$ cat config.mk
export PLATFORM = sky130hd
export DESIGN_NAME = adc_seq_ctrl
export DESIGN_NICKNAME = d
export VERILOG_FILES = /design/src/rtl/adc_seq_pkg.sv /design/src/rtl/adc_cfg_regs.sv /design/src/rtl/adc_settle_timer.sv /design/src/rtl/adc_seq_core.sv /design/src/rtl/adc_seq_ctrl.sv
export SDC_FILE = /design/constraint.sdc
export NUM_CORES = 1
export LEC_CHECK = 0
export BUFFER_PORTS_ARGS = -buffer_cell sky130_fd_sc_hd__buf_2
export CAP_MARGIN = 10
export CORE_MARGIN = 2
export CORE_UTILIZATION = 65
export CTS_CLUSTER_DIAMETER = 50
export DETAILED_ROUTE_END_ITERATION = 10
export GPL_ROUTABILITY_DRIVEN = 0
export MAX_ROUTING_LAYER = met4
export PLACE_DENSITY = 0.84
export SKIP_CTS_REPAIR_TIMING = 1
export SLEW_MARGIN = 20
export SYNTH_ARGS = -nofsm -noshare
export SYNTH_HDL_FRONTEND = slang
export SYNTH_SLANG_ARGS = --single-unit
$ cat constraint.sdc
create_clock -name clk -period 10.88 [get_ports clk]
set_input_delay 0 -clock clk [delete_from_list [all_inputs] [get_ports clk]]
set_output_delay 0 -clock clk [all_outputs]
set_load 0.01 [all_outputs]
$ cat src/rtl/adc_seq_pkg.sv
// Shared constants and types for the conversion sequencer.
// Assumes an 8-bit write port and a 3-bit register address.
package adc_seq_pkg;

    localparam logic [2:0] ADR_CTRL = 3'd0;
    localparam logic [2:0] ADR_MUX  = 3'd1;
    localparam logic [2:0] ADR_GAIN = 3'd2;
    localparam logic [2:0] ADR_DLY  = 3'd3;
    localparam logic [2:0] ADR_OWR  = 3'd4;

    localparam int CAL_BIT = 2;
    localparam int WR_MIN  = 10;

    typedef enum logic [1:0] {ST_IDLE, ST_SETTLE, ST_CONV} seq_state_t;
    typedef enum logic [1:0] {OP_SINGLE, OP_CONT, OP_CAL} seq_op_t;

    // Word rate in words per second for each rate code.
    function automatic int word_rate(input int code);
        case (code)
            0:       return 10;
            1:       return 20;
            2:       return 50;
            3:       return 100;
            4:       return 200;
            5:       return 500;
            6:       return 1000;
            default: return 4000;
        endcase
    endfunction

endpackage

$ cat src/rtl/adc_cfg_regs.sv
// Configuration registers: input select, gain, delay count, rate code.
// Flags every configuration write so the sequencer can restart settling,
// and derives the effective gain (internal nodes force gain code 0).
// Assumes input select codes at or above NUM_DIFF are internal nodes.
module adc_cfg_regs
    import adc_seq_pkg::*;
#(
    parameter int MUX_W    = 3,
    parameter int GAIN_W   = 3,
    parameter int DLY_W    = 8,
    parameter int NUM_DIFF = 4
) (
    input  logic              clk,
    input  logic              rst_n,
    input  logic              wr_en,
    input  logic [2:0]        wr_addr,
    input  logic [7:0]        wr_data,
    output logic [MUX_W-1:0]  mux_q,
    output logic [GAIN_W-1:0] gain_q,
    output logic [DLY_W-1:0]  dly_q,
    output logic [2:0]        owr_q,
    output logic [GAIN_W-1:0] eff_gain,
    output logic              cfg_wr
);

    localparam logic [MUX_W-1:0] FIRST_INT = MUX_W'(NUM_DIFF);

    // Decode any write that changes a settling-relevant setting.
    always_comb begin
        cfg_wr = wr_en && (wr_addr == ADR_MUX || wr_addr == ADR_GAIN ||
                           wr_addr == ADR_DLY || wr_addr == ADR_OWR);
    end

    // Register updates from the write port.
    always_ff @(posedge clk) begin
        if (!rst_n) begin
            mux_q  <= '0;
            gain_q <= '0;
            dly_q  <= '0;
            owr_q  <= '0;
        end else if (wr_en) begin
            case (wr_addr)
                ADR_MUX:  mux_q  <= wr_data[MUX_W-1:0];
                ADR_GAIN: gain_q <= wr_data[GAIN_W-1:0];
                ADR_DLY:  dly_q  <= wr_data[DLY_W-1:0];
                ADR_OWR:  owr_q  <= wr_data[2:0];
                default: ;
            endcase
        end
    end

    // Internal measurement nodes bypass the amplifier.
    always_comb begin
        eff_gain = (mux_q >= FIRST_INT) ? '0 : gain_q;
    end

    // Settings only move on a write (R8 relies on this for restarts).
    p_cfg_hold_r8: assert property (@(posedge clk) disable iff (!rst_n)
        !wr_en |=> $stable({mux_q, gain_q, dly_q, owr_q}));

endmodule

$ cat src/rtl/adc_settle_timer.sv
// Composite settling timer. On start it loads F*(D+1) + G + 4*P cycles,
// where F is 4 ms, G is 100 us and P is one word period, all in reference
// clock cycles derived from CLK_HZ. done is high in the last counted cycle.
// Assumes start is a single-cycle pulse; a new start reloads at any time.
module adc_settle_timer
    import adc_seq_pkg::*;
#(
    parameter int CLK_HZ = 100_000,
    parameter int DLY_W  = 8
) (
    input  logic             clk,
    input  logic             rst_n,
    input  logic             start,
    input  logic [DLY_W-1:0] dly,
    input  logic [2:0]       owr,
    output logic             done
);

    localparam int FIX_CYC = CLK_HZ / 250;
    localparam int GRD_CYC = CLK_HZ / 10000;
    localparam int FLT_MAX = 4 * (CLK_HZ / WR_MIN);
    localparam int CNT_W   = $clog2(FIX_CYC * (2 ** DLY_W) + GRD_CYC + FLT_MAX + 1);

    logic [CNT_W-1:0] per_tab [8];
    logic [CNT_W-1:0] total;
    logic [CNT_W-1:0] cnt;
    logic             run;

    // Word period per rate code, computed from the clock frequency.
    for (genvar i = 0; i < 8; i++) begin : g_per
        assign per_tab[i] = CNT_W'(CLK_HZ / word_rate(i));
    end

    // Total interval length for the current settings.
    always_comb begin
        total = CNT_W'(FIX_CYC) * (CNT_W'(dly) + CNT_W'(1))
              + CNT_W'(GRD_CYC) + (per_tab[owr] << 2);
    end

    // Down counter; run drops after the last cycle.
    always_ff @(posedge clk) begin
        if (!rst_n) begin
            cnt <= '0;
            run <= 1'b0;
        end else if (start) begin
            cnt <= total - CNT_W'(1);
            run <= 1'b1;
        end else if (run) begin
            if (cnt == '0) run <= 1'b0;
            else           cnt <= cnt - CNT_W'(1);
        end
    end

    assign done = run && (cnt == '0);

    // The interval ends once per start, never twice in a row.
    p_done_single_r3: assert property (@(posedge clk) disable iff (!rst_n)
        done |=> !done);

endmodule

$ cat src/rtl/adc_seq_core.sv
// Sequencing core: owns the control field, the run state machine, the
// per-gain offset store and the result register. Starts settling through
// a one-cycle kick (so the timer sees freshly written settings), strobes
// conversions, accepts done pulses only while converting, and self-clears
// control bits on completion. Assumes stop is already combined from
// standby and power-down.
module adc_seq_core
    import adc_seq_pkg::*;
#(
    parameter int DATA_W = 24,
    parameter int GAIN_W = 3
) (
    input  logic              clk,
    input  logic              rst_n,
    input  logic              ctrl_wr,
    input  logic [2:0]        ctrl_data,
    input  logic              cfg_wr,
    input  logic              stop,
    input  logic [GAIN_W-1:0] eff_gain,
    input  logic              settle_done,
    input  logic              conv_done,
    input  logic [DATA_W-1:0] conv_data,
    output logic              kick,
    output logic              start_conv,
    output logic              cal_run,
    output logic              busy,
    output logic              result_valid,
    output logic [DATA_W-1:0] result,
    output logic [2:0]        ctrl_q
);

    localparam int NGAIN = 1 << GAIN_W;

    seq_state_t        state;
    seq_op_t           op;
    logic [DATA_W-1:0] offs [NGAIN];

    // Main sequencer: priority stop > control write > restart > progress.
    always_ff @(posedge clk) begin
        if (!rst_n) begin
            state        <= ST_IDLE;
            op           <= OP_SINGLE;
            ctrl_q       <= '0;
            kick         <= 1'b0;
            start_conv   <= 1'b0;
            result_valid <= 1'b0;
            result       <= '0;
            for (int g = 0; g < NGAIN; g++) offs[g] <= '0;
        end else begin
            kick         <= 1'b0;
            start_conv   <= 1'b0;
            result_valid <= 1'b0;
            if (stop) begin
                state  <= ST_IDLE;
                ctrl_q <= '0;
            end else if (ctrl_wr) begin
                if (ctrl_data[CAL_BIT]) begin
                    ctrl_q <= 3'b100;
                    op     <= OP_CAL;
                    state  <= ST_SETTLE;
                    kick   <= 1'b1;
                end else if (ctrl_data[1:0] == 2'b01) begin
                    ctrl_q <= 3'b001;
                    op     <= OP_SINGLE;
                    state  <= ST_SETTLE;
                    kick   <= 1'b1;
                end else if (ctrl_data[1:0] == 2'b10) begin
                    ctrl_q <= 3'b010;
                    op     <= OP_CONT;
                    state  <= ST_SETTLE;
                    kick   <= 1'b1;
                end else begin
                    ctrl_q <= '0;
                    state  <= ST_IDLE;
                end
            end else if (cfg_wr && state != ST_IDLE) begin
                state <= ST_SETTLE;
                kick  <= 1'b1;
            end else begin
                case (state)
                    ST_SETTLE: begin
                        if (settle_done && !kick) begin
                            state      <= ST_CONV;
                            start_conv <= 1'b1;
                        end
                    end
                    ST_CONV: begin
                        if (conv_done) begin
                            case (op)
                                OP_CAL: begin
                                    offs[eff_gain] <= conv_data;
                                    ctrl_q         <= '0;
                                    state          <= ST_IDLE;
                                end
                                OP_SINGLE: begin
                                    result       <= conv_data - offs[eff_gain];
                                    result_valid <= 1'b1;
                                    ctrl_q       <= '0;
                                    state        <= ST_IDLE;
                                end
                                default: begin
                                    result       <= conv_data - offs[eff_gain];
                                    result_valid <= 1'b1;
                                    start_conv   <= 1'b1;
                                end
                            endcase
                        end
                    end
                    default: ;
                endcase
            end
        end
    end

    // Status flags for the run in progress.
    always_comb begin
        busy    = (state != ST_IDLE) && (op != OP_CONT);
        cal_run = (state != ST_IDLE) && (op == OP_CAL);
    end

    p_stop_clears_r7: assert property (@(posedge clk) disable iff (!rst_n)
        stop |=> (ctrl_q == 3'b000) && !start_conv && !result_valid);

    p_single_clear_r2: assert property (@(posedge clk) disable iff (!rst_n)
        (state == ST_CONV && op == OP_SINGLE && conv_done && !stop && !ctrl_wr && !cfg_wr)
        |=> (ctrl_q == 3'b000) && !busy && result_valid);

    p_cal_quiet_r9: assert property (@(posedge clk) disable iff (!rst_n)
        (state == ST_CONV && op == OP_CAL && conv_done && !stop && !ctrl_wr && !cfg_wr)
        |=> !result_valid && (ctrl_q == 3'b000));

    p_rv_needs_done_r10: assert property (@(posedge clk) disable iff (!rst_n)
        result_valid |-> $past(conv_done));

    p_cont_not_busy_r12: assert property (@(posedge clk) disable iff (!rst_n)
        (ctrl_q[1:0] == 2'b10) |-> !busy);

    p_kick_no_start_r8: assert property (@(posedge clk) disable iff (!rst_n)
        kick |=> !start_conv);

endmodule

$ cat src/rtl/adc_seq_ctrl.sv
// Top of the conversion sequencer. Decodes control writes and the stop
// condition, and wires the configuration registers, the settling timer
// and the sequencing core together. Assumes a synchronous active-low reset
// and inputs synchronous to clk.
module adc_seq_ctrl
    import adc_seq_pkg::*;
#(
    parameter int CLK_HZ   = 100_000,
    parameter int DATA_W   = 24,
    parameter int GAIN_W   = 3,
    parameter int MUX_W    = 3,
    parameter int DLY_W    = 8,
    parameter int NUM_DIFF = 4
) (
    input  logic              clk,
    input  logic              rst_n,
    input  logic              wr_en,
    input  logic [2:0]        wr_addr,
    input  logic [7:0]        wr_data,
    input  logic              stby,
    input  logic              pwdn_n,
    input  logic              conv_done,
    input  logic [DATA_W-1:0] conv_data,
    output logic              start_conv,
    output logic              cal_run,
    output logic [MUX_W-1:0]  mux_sel,
    output logic [GAIN_W-1:0] eff_gain,
    output logic              busy,
    output logic              result_valid,
    output logic [DATA_W-1:0] result,
    output logic [2:0]        ctrl_q
);

    logic              ctrl_wr;
    logic              stop;
    logic              cfg_wr;
    logic              kick;
    logic              settle_done;
    logic [GAIN_W-1:0] gain_q;
    logic [DLY_W-1:0]  dly_q;
    logic [2:0]        owr_q;

    // Control-field write decode and the combined stop condition.
    always_comb begin
        ctrl_wr = wr_en && (wr_addr == ADR_CTRL);
        stop    = stby || !pwdn_n;
    end

    adc_cfg_regs #(
        .MUX_W(MUX_W), .GAIN_W(GAIN_W), .DLY_W(DLY_W), .NUM_DIFF(NUM_DIFF)
    ) u_cfg (
        .clk(clk), .rst_n(rst_n), .wr_en(wr_en), .wr_addr(wr_addr),
        .wr_data(wr_data), .mux_q(mux_sel), .gain_q(gain_q), .dly_q(dly_q),
        .owr_q(owr_q), .eff_gain(eff_gain), .cfg_wr(cfg_wr)
    );

    adc_settle_timer #(
        .CLK_HZ(CLK_HZ), .DLY_W(DLY_W)
    ) u_timer (
        .clk(clk), .rst_n(rst_n), .start(kick), .dly(dly_q), .owr(owr_q),
        .done(settle_done)
    );

    adc_seq_core #(
        .DATA_W(DATA_W), .GAIN_W(GAIN_W)
    ) u_core (
        .clk(clk), .rst_n(rst_n), .ctrl_wr(ctrl_wr), .ctrl_data(wr_data[2:0]),
        .cfg_wr(cfg_wr), .stop(stop), .eff_gain(eff_gain),
        .settle_done(settle_done), .conv_done(conv_done), .conv_data(conv_data),
        .kick(kick), .start_conv(start_conv), .cal_run(cal_run), .busy(busy),
        .result_valid(result_valid), .result(result), .ctrl_q(ctrl_q)
    );

endmodule

==> results.md, run 1 <==
Status:
- The run finished, with violations left.
- The final reports fail on negative hold slack.

Final layout:
- From synthesis to final layout, the design area changed by 13.6%.
- The most common cell after layout, fill and taps aside is sky130_fd_sc_hd__and3_1.
- The fraction of final layout cells with drive strength greater than 1 is 11.9%.
- The number of inserted diodes is 0.
- The number of fill cells in the layout is 1365.
- The final net count is 1512.
- The library cells used most frequently in the layout, excluding fill and tap cells, are sky130_fd_sc_hd__and3_1 (206), sky130_fd_sc_hd__edfxtp_1 (192), sky130_fd_sc_hd__nor2_1 (96), sky130_fd_sc_hd__nand2_1 (82).

Global routing:
- Entering global routing, the biggest net connects 112 pins.
- Global routing finished with a remaining overflow of 0.
- The initial antenna violation count was 0.
- Across every metal layer, demand over resource in global routing totals 32.7%.
- The wire length of the first global-routing pass is 55300 um.
- The via count of the first global-routing pass came to 10375.

Setup path:
- The kind of start point of the critical path is a flop.
- For this design, the slowest cell found on the critical path is sky130_fd_sc_hd__nand2b_1.
- Walking the worst path, the cells encountered are nand2b_1 > clkinv_1 > and2_1 > a22oi_1 > nor2_1 > nor4_1 > inv_1 > fa_1 > nor2b_1 > o2111ai_1 > a31oi_1 > o221ai_1 > o21ai_0 > a31oi_1 > xnor2_1 > mux2i_1 > nor2_1.
- The most critical setup path has its startpoint at u_cfg.mux_q[2].
- The setup check on the worst reg-to-reg path leaves a slack of 5270 ps.
- The startpoint identified for the worst register-to-register timing path is u_cfg.mux_q[2].
- The setup path with the least slack is of type flop to flop.
- The worst reg2reg path depth is 17.
- The destination of the worst register-to-register timing path is u_core.result[20].
- The data required time at the worst endpoint is 11280 ps.
- Counting both buffers and inverters, the worst setup path holds a total of 2.
- The cell class contributing the biggest share of worst-path delay is simple AND/OR/NAND/NOR gates.
- The depth of the critical timing path with buffers and inverters included is 17.
- The delay of the slowest cell on the worst path is 590 ps.
- For the worst setup path, the data arrival time is 6020 ps.
- Along the worst path, the maximum fanout reaches 18.
- The critical path endpoint category is a flop.

Detailed routing:
- The pre-antenna-repair detailed-routing pass consisted of 8 iterations.
- Across all layers, the routed design uses 11096 vias.
- The routed via count divided by cell count is 6.59.
- The detail-routed net length per standard cell is 22.1 um.
- The routed design has 37200 um of wire.
- The DRC violation count after routing is 0.
- The number of DRC markers in iteration 0 is 1293.
- The antenna violation net count after detailed routing is 0.

Synthesis:
- The biggest area contributor in the post-synthesis netlist is sky130_fd_sc_hd__edfxtp_1.
- The count of flip-flops with a built-in enable after synthesis is 192.
- The share of flip-flops with an asynchronous set or reset after synthesis is 0%.
- The post-synthesis net count is 1430.
- The share of the synthesized area in the top cell type is 41.2%.
- The sequential-to-total area share from yosys stat is 51.2%.
- The number of distinct library cells after synthesis is 69.
- Yosys printed 0 warnings.
- After synthesis, the cell types taking the most area are sky130_fd_sc_hd__edfxtp_1 (41%), sky130_fd_sc_hd__dfxtp_1 (10%), sky130_fd_sc_hd__and3_1 (9.2%).
- The average cell area after synthesis is 10.7 um2.
- The most frequently used flop master after synthesis is sky130_fd_sc_hd__edfxtp_1.
- The synthesized design contains 262 register bits.
- Summing every instance area after synthesis gives 0.0140 mm2.
- The gate count of the mapped netlist is 1306.

Floorplanning:
- The row count is 53.
- The core region area is 0.0211 mm2.
- The floorplan step defined a die boundary enclosing 0.0227 mm2.
- The overall die width is 151 um.
- Once the floorplan was initialized, standard cells occupied 66.4% of the core.
- Measured along the y axis, the die boundary spans 151 um.
- During I/O placement, the number of pins put on the boundary was 78.

STA:
- Setup violations remaining at the end of the flow were counted as 0.
- The fmax is 178 MHz.
- The worst slew margin relative to its limit is 32.0%.
- For the pin with the worst max-slew slack, the measured transition is 1020 ps.
- The final max-slew violation count is 0.
- The final-layout setup total negative slack is 0 ps.
- The minimum period implied by the final worst setup slack is 5610 ps.
- The final worst-path cycle share is 51.6%.
- Setup repair after global routing left no endpoint under its margin.
- The number of hold-slack violations in the final timing report came to 4.
- The final hold slack is -35.6 ps.
- The clock skew after layout is 44.7 ps.

Pwr:
- Power spread over the standard cell area amounts to 143 mW/mm2.
- The maximum resistive drop on vdd is 0.146 mV.
- Summed over all cells, the static leakage comes to 6.99 nW.

CTS:
- The clock reaches the later pin of the worst-skew pair after 580 ps.
- Clock-pin slew was measured on the worst setup and hold paths at 60 ps.
- The clock root buffer is sky130_fd_sc_hd__clkbuf_16.
- No sink is reached through more buffers than the 3 on the longest clock path.
- The number of buffers added by the clock tree synthesis step is 28.
- CTS built an H-tree with a depth of 1.
- The clock tree from TritonCTS is done.
- The clock net in this run drives a total of 262 sinks.

Placed design:
- The count of port buffers added during placement is 77.
- The detailed placer's ending HPWL is 23200 um.

Min path:
- The worst hold path stage count is 5.
- The hold path endpoint is u_cfg.gain_q[1].
- The worst min-delay path class is input port to flop.
- The startpoint identified for the worst hold timing path is wr_addr[1].

Run:
- The tool flagged a number of max-cap violations equal to 0.
-- per-layer routing --
metal | vias up | track usage [%] | wire [um]
met4 | 0 | 12.4 | 1210
li1 | 5044 | - | -
met3 | 100 | 6.39 | 4150
met5 | - | - | 0
met1 | 5318 | 43.3 | 14500
met2 | 634 | 50.5 | 17300
-- layout make-up --
class | count | area (um2) | area share, %
flip-flops and latches | 262 | 7170 | 45.1
multi-input cells | 913 | 6370 | 40.1
clock inverters | 15 | 154 | 0.967
well taps | 275 | 344 | 2.16
clock buffers | 36 | 776 | 4.88
repair buffers | 136 | 918 | 5.77
inverters | 47 | 176 | 1.11
-- where the power goes --
part / switching (W) / total [W] / leakage, nW / internal, W
sequential: 0.0000110 / 0.00111 / 2.55 / 0.00109
clock: 0.000397 / 0.000950 / 0.453 / 0.000553
combinational: 0.000134 / 0.000216 / 3.99 / 0.0000817
total: 0.000542 / 0.00227 / 6.99 / 0.00173
-- registers in the layout, summed over array words and instances (netlist names) --
signal,flops
u_cfg.mux_q,3
u_core.kick,1
u_core.op,2
u_cfg.gain_q,3
u_core.offs,192
u_core.result,24
u_cfg.owr_q,3
u_timer.cnt,18
u_core.result_valid,1
u_core.start_conv,1
u_timer.run,1
u_core.state,2
u_cfg.dly_q,8
u_core.ctrl_q,3
-- per-stage QoR --
stage | instance area (um2) | setup slack [ps] | utilization (%) | power [W] | cells
detailed placement | 14600 | 5580 | 69.3 | 0.00132 | 1597
CTS | 15500 | 5500 | 73.7 | 0.00226 | 1648
floorplan | 14000 | 6600 | - | 0.00125 | 1306
global placement | 14600 | 5730 | 69.3 | 0.00132 | 1597
global route | 15900 | 5030 | 75.4 | 0.00233 | 1684
finish | 15900 | 5270 | 75.4 | 0.00227 | 1684
-- Yosys cell counts (all sizes together), types with 8 or more instances --
| cell | count |
|---|---|
| o21a | 9 |
| ha | 77 |
| mux2i | 24 |
| inv | 45 |
| nor2 | 98 |
| a21oi | 50 |
| dfxtp | 70 |
| xnor2 | 43 |
| a221oi | 8 |
| nand3 | 17 |
| a22o | 11 |
| clkbuf | 77 |
| a22oi | 41 |
| o21ai | 33 |
| a211oi | 19 |
| a222oi | 12 |
| and3 | 206 |
| nor2b | 14 |
| nor3 | 21 |
| edfxtp | 192 |
| nand2b | 10 |
| nand2 | 82 |
| xor2 | 18 |
| a21o | 19 |
-- cell families (layout without fill, tap and decap cells) --
family                     Yosys count  count (layout)  share of synthesized area (%)
and+or+nand+nor                    485             485                           18.5
xor gates and xnor gates            61              61                           3.82
AOI/OAI and AO/OA                  249             249                           12.4
adders and majority gates           85              85                           7.88
buffers and inverters              131             234                           3.57
DFF                                262             262                           51.2
muxes                               33              33                           2.68
-- worst min-delay path, stage by stage --
cell                      delay, ps
sky130_fd_sc_hd__buf_2          140
sky130_fd_sc_hd__nand2_1         60
sky130_fd_sc_hd__nor2_1          90
sky130_fd_sc_hd__mux2i_1        130
sky130_fd_sc_hd__nor2_1          80
-- worst max path at each step --
stage                   endpoint  slack (ps)
3_5_place_dp   u_core.result[23]        5580
6_report       u_core.result[20]        5270
3_3_place_gp   u_core.result[23]        5730
4_1_cts        u_core.result[23]        5500
2_1_floorplan    u_timer.cnt[17]        6600
5_1_grt        u_core.result[23]        5030
(Power assumes the default switching activity.)
==> run 2: changes to the inputs <==
--- a/config.mk
+++ b/config.mk
@@ -8,12 +8,12 @@
 export BUFFER_PORTS_ARGS = -buffer_cell sky130_fd_sc_hd__buf_2
 export CAP_MARGIN = 10
 export CORE_MARGIN = 2
-export CORE_UTILIZATION = 65
+export CORE_UTILIZATION = 56
 export CTS_CLUSTER_DIAMETER = 50
 export DETAILED_ROUTE_END_ITERATION = 10
 export GPL_ROUTABILITY_DRIVEN = 0
 export MAX_ROUTING_LAYER = met4
-export PLACE_DENSITY = 0.84
+export PLACE_DENSITY = 0.77
 export SKIP_CTS_REPAIR_TIMING = 1
 export SLEW_MARGIN = 20
 export SYNTH_ARGS = -nofsm -noshare
==> constraint.sdc (replaced) <==
create_clock -name clk -period 4.8 [get_ports clk]
set_input_delay 0 -clock clk [delete_from_list [all_inputs] [get_ports clk]]
set_output_delay 0 -clock clk [all_outputs]
set_load 0.01 [all_outputs]
==> results.md, run 2 (same netlist as run 1, synthesis figures left out) <==
CTS:
- The count of clock tree sinks is 262 (unchanged).
- The largest buffer count on any clock path is 3 (unchanged).
- TritonCTS built the clock tree.
- Clock tree synthesis selected as its root buffer the cell sky130_fd_sc_hd__clkbuf_16.
- The count of H-tree levels built during CTS came to 1 (unchanged).
- The number of buffers added by the clock tree synthesis step is 29 (+3.6%).
- The clock-pin slew on the worst setup and hold paths is 60 ps (about the same).
- The clock latency at the later pin of the worst-skew pair was 550 ps (-30 ps).

Floorplanning:
- The die footprint is 0.0263 mm2 (+16%).
- The number of primary I/O pins was 78 (unchanged).
- The die boundary height is 162 um (+7.5%).
- The row count was 57 (+7.5%).
- The effective utilization at floorplan came to 57.2% (-9.2 points).
- The core region area is 0.0245 mm2 (+16%).
- The overall die width is 162 um (+7.5%).

Final layout:
- The utilization after layout is 66.7% (-8.7 points).
- The largest registers in the layout are u_core.offs: 192 flops, u_core.result: 24 flops, u_timer.cnt: 18 flops.
- The final net count came to 1535 (+1.5%).
- Leaving out fill and tap cells, the most frequent cell in the layout is sky130_fd_sc_hd__and3_1.
- The flip-flop count of the largest register after layout came to 192 (unchanged).
- The register area is 0.00717 mm2 (about the same).
- In the layout the commonest cells are sky130_fd_sc_hd__and3_1 (206), sky130_fd_sc_hd__edfxtp_1 (192), sky130_fd_sc_hd__nor2_1 (96), sky130_fd_sc_hd__nand2_1 (82), sky130_fd_sc_hd__buf_2 (77).
- The fraction of final layout cells with drive strength greater than 1 came to 14.1% (+2.2 points).
- The final cell count without fillers came to 1759 (+4.5%).
- The number of fill cells in the layout is 1853 (+36%).
- Relative to the synthesized area, the layout overhead comes to 16.5%.
- The area used by multi-input combinational logic came to 0.00640 mm2 (+0.39%).
- Ranked by flip-flop count, first place goes to u_core.offs.

Placed design:
- The detailed placer's ending HPWL is 25800 um (+11%).
- The worst slack after detailed placement came to 154 ps (-5420 ps).
- The number of placed cells counting well taps came to 1669 (+4.5%).
- The count of port buffers added during placement is 77 (unchanged).

Global routing:
- The wire length of the first global-routing pass is 60100 um (+8.6%).
- The via count of the first global-routing pass was 10696 (+3.1%).
- The layer with the highest usage after global routing is met2.
- The initial antenna violation count is 1 (+1).
- The met2 layer usage reported by global route came to 47.2% (-3.2 points).
- The maximum number of pins on one net before global-route repair is 73 (-35%).
- The met3 demand-to-capacity share in global routing is 7.38% (+0.99 points).
- The met1 track demand over resource in global routing came to 39.2% (-4.1 points).
- The total routing resource utilization after global routing was 30.5% (-2.2 points).
- The total congestion overflow after global routing is 0 (unchanged).

STA:
- The final max-slew violation count was 0 (unchanged).
- The clock skew after layout is 11.1 ps (-33.7 ps).
- The number of hold-slack violations in the final timing report is 3 (-1).
- The final critical-path setup slack was 277 ps (-4990 ps).
- The minimum period implied by the final worst setup slack was 4520 ps (-1090 ps).
- The final hold slack is -27.3 ps (+8.27 ps).
- The fmax is 221 MHz (+24%).
- The total of endpoints with negative setup slack in the final report is 0 (unchanged).
- The worst slew margin relative to its limit is 39.0% (+6.9 points).
- The final worst-path cycle share is 94.2% (+43 points).
- The slew at the pin closest to its max-slew limit is 915 ps (-101 ps).

Setup path:
- The delay of the slowest cell on the worst path came to 530 ps (-60 ps).
- The worst path arrival time came to 4960 ps (-1060 ps).
- The cell repeated most along the worst path is sky130_fd_sc_hd__o21ai_0.
- Traced cell by cell, the critical path runs through buf_4 > buf_4 > mux2i_1 > o21ai_0 > a222oi_1 > and3_1 > ha_1 > and3_1 > nand4_1 > nor3_1 > a211oi_1 > o31a_1 > o21ai_0 > xnor2_1 > o21ai_0 > and2_1.
- The kind of start point of the critical path is a flop.
- The maximum fanout count along the critical path is 13 (-5).
- The most critical setup path has its startpoint at u_cfg.gain_q[1].
- The cell with the largest stage delay on the worst path is sky130_fd_sc_hd__o21ai_0.
- The startpoint-to-endpoint class of the critical path is flop to flop.
- The critical path endpoint category is a flop.
- The data required time at the worst endpoint was 5240 ps (-6040 ps).
- The worst register-to-register path begins at u_cfg.gain_q[1].

Min path:
- The worst min-delay path class is input port to flop.
- In this run the most critical hold path is launched from wr_addr[0].

Detailed routing:
- The number of DRC markers in iteration 0 is 1492 (+15%).
- The detail-routed net length per standard cell is 22.9 um (+3.5%).
- The total number of vias is 11296 (+1.8%).
- The total wirelength of the detailed-routed design is 40200 um (+8.1%).
- The DRC violation count after routing was 0 (unchanged).
- The antenna violation net count after detailed routing is 0 (unchanged).
- The count of TritonRoute iterations in the first routing pass is 6 (-2).
- The routed via count divided by cell count is 6.42 (-2.5%).

Pwr:
- The maximum resistive drop on vdd is 0.367 mV (+150%).
- The net switching component of the power is 0.00126 W (+130%).
- The total power after layout is 0.00544 W (+140%).
- The sequential fraction of design power is 46.1% (-2.6 points).
- The power density over the cells is 333 mW/mm2 (+130%).
- The internal power summed over all cells came to 0.00417 W (+140%).
- The combinational share of power is 9.4% (about the same).
- The leakage power summed over all cells is 7.19 nW (+2.9%).
- The power share of the clock group is 44.5% (+2.7 points).
- The switching share of total power came to 23.2% (-0.64 points).

Status:
- The flow ran to the end, but the final reports show violations.
- The final reports fail on negative hold slack.

Run:
- The count of maximum capacitance violations was 0 (unchanged).
run 2: changes by cell type in the layout (fill, tap and decap cells not counted), moves of 2 or more:
cell,before,now
sky130_fd_sc_hd__dfxtp_2,1,3
sky130_fd_sc_hd__clkinv_1,7,3
sky130_fd_sc_hd__bufinv_16,2,6
sky130_fd_sc_hd__xnor2_2,0,3
sky130_fd_sc_hd__buf_12,0,3
sky130_fd_sc_hd__buf_4,23,43
sky130_fd_sc_hd__dfxtp_1,69,67
sky130_fd_sc_hd__xnor2_1,43,40
run 2: final timing paths:
check | end | slack [ps] | cells after the start
worst max-delay path | u_core.result[23] | 280 | 16
worst min-delay path | u_cfg.gain_q[1] | -30 | 4
worst max register to register | u_core.result[23] | 280 | 16
worst min register to register | u_core.result[14] | 450 | 2
run 2: critical path, delay by kind of cell, from the launching register on:
family	cells	cell delay (ps)
AOI/OAI and AO/OA	6	1590
and+or+nand+nor	5	1240
buffers and inverters	2	510
DFF	1	410
adders and majority gates	1	410
xor gates and xnor gates	1	140
muxes	1	110
run 2: area by class of cell:
type                    instances  share of cell area [%]
diodes                          1                  0.0153
clock buffers                  37                    4.88
clock inverters                17                    1.53
inverters                      47                    1.08
multi-input cells             913                    39.2
flip-flops and latches        262                    43.9
well taps                     324                    2.48
repair buffers                158                    6.85
run 2: stage by stage:
step	hold slack [ps]	setup TNS (ps)	cell area (um2)
after floorplan	136	0	14000
after global placement	242	0	14900
after detailed placement	251	0	14900
after CTS	-316	0	15900
after global routing	19.2	-15.4	16300
final	-27.3	0	16300
run 2: power groups by stage:
| stage | logic, W | clock network (W) | registers, W |
|---|---|---|---|
| 2_1_floorplan | 0.000297 | 0 | 0.00254 |
| 3_3_place_gp | 0.000460 | 0 | 0.00255 |
| 3_5_place_dp | 0.000467 | 0 | 0.00255 |
| 4_1_cts | 0.000473 | 0.00243 | 0.00251 |
| 5_1_grt | 0.000546 | 0.00252 | 0.00251 |
| 6_report | 0.000508 | 0.00242 | 0.00251 |
run 2: metal layers:
metal	vias to the layer above	share of wire (%)	wire, um
met5	-	0	0
li1	5082	-	-
met3	124	10	4190
met4	0	3.9	1560
met1	5414	40	15900
met2	676	46	18600
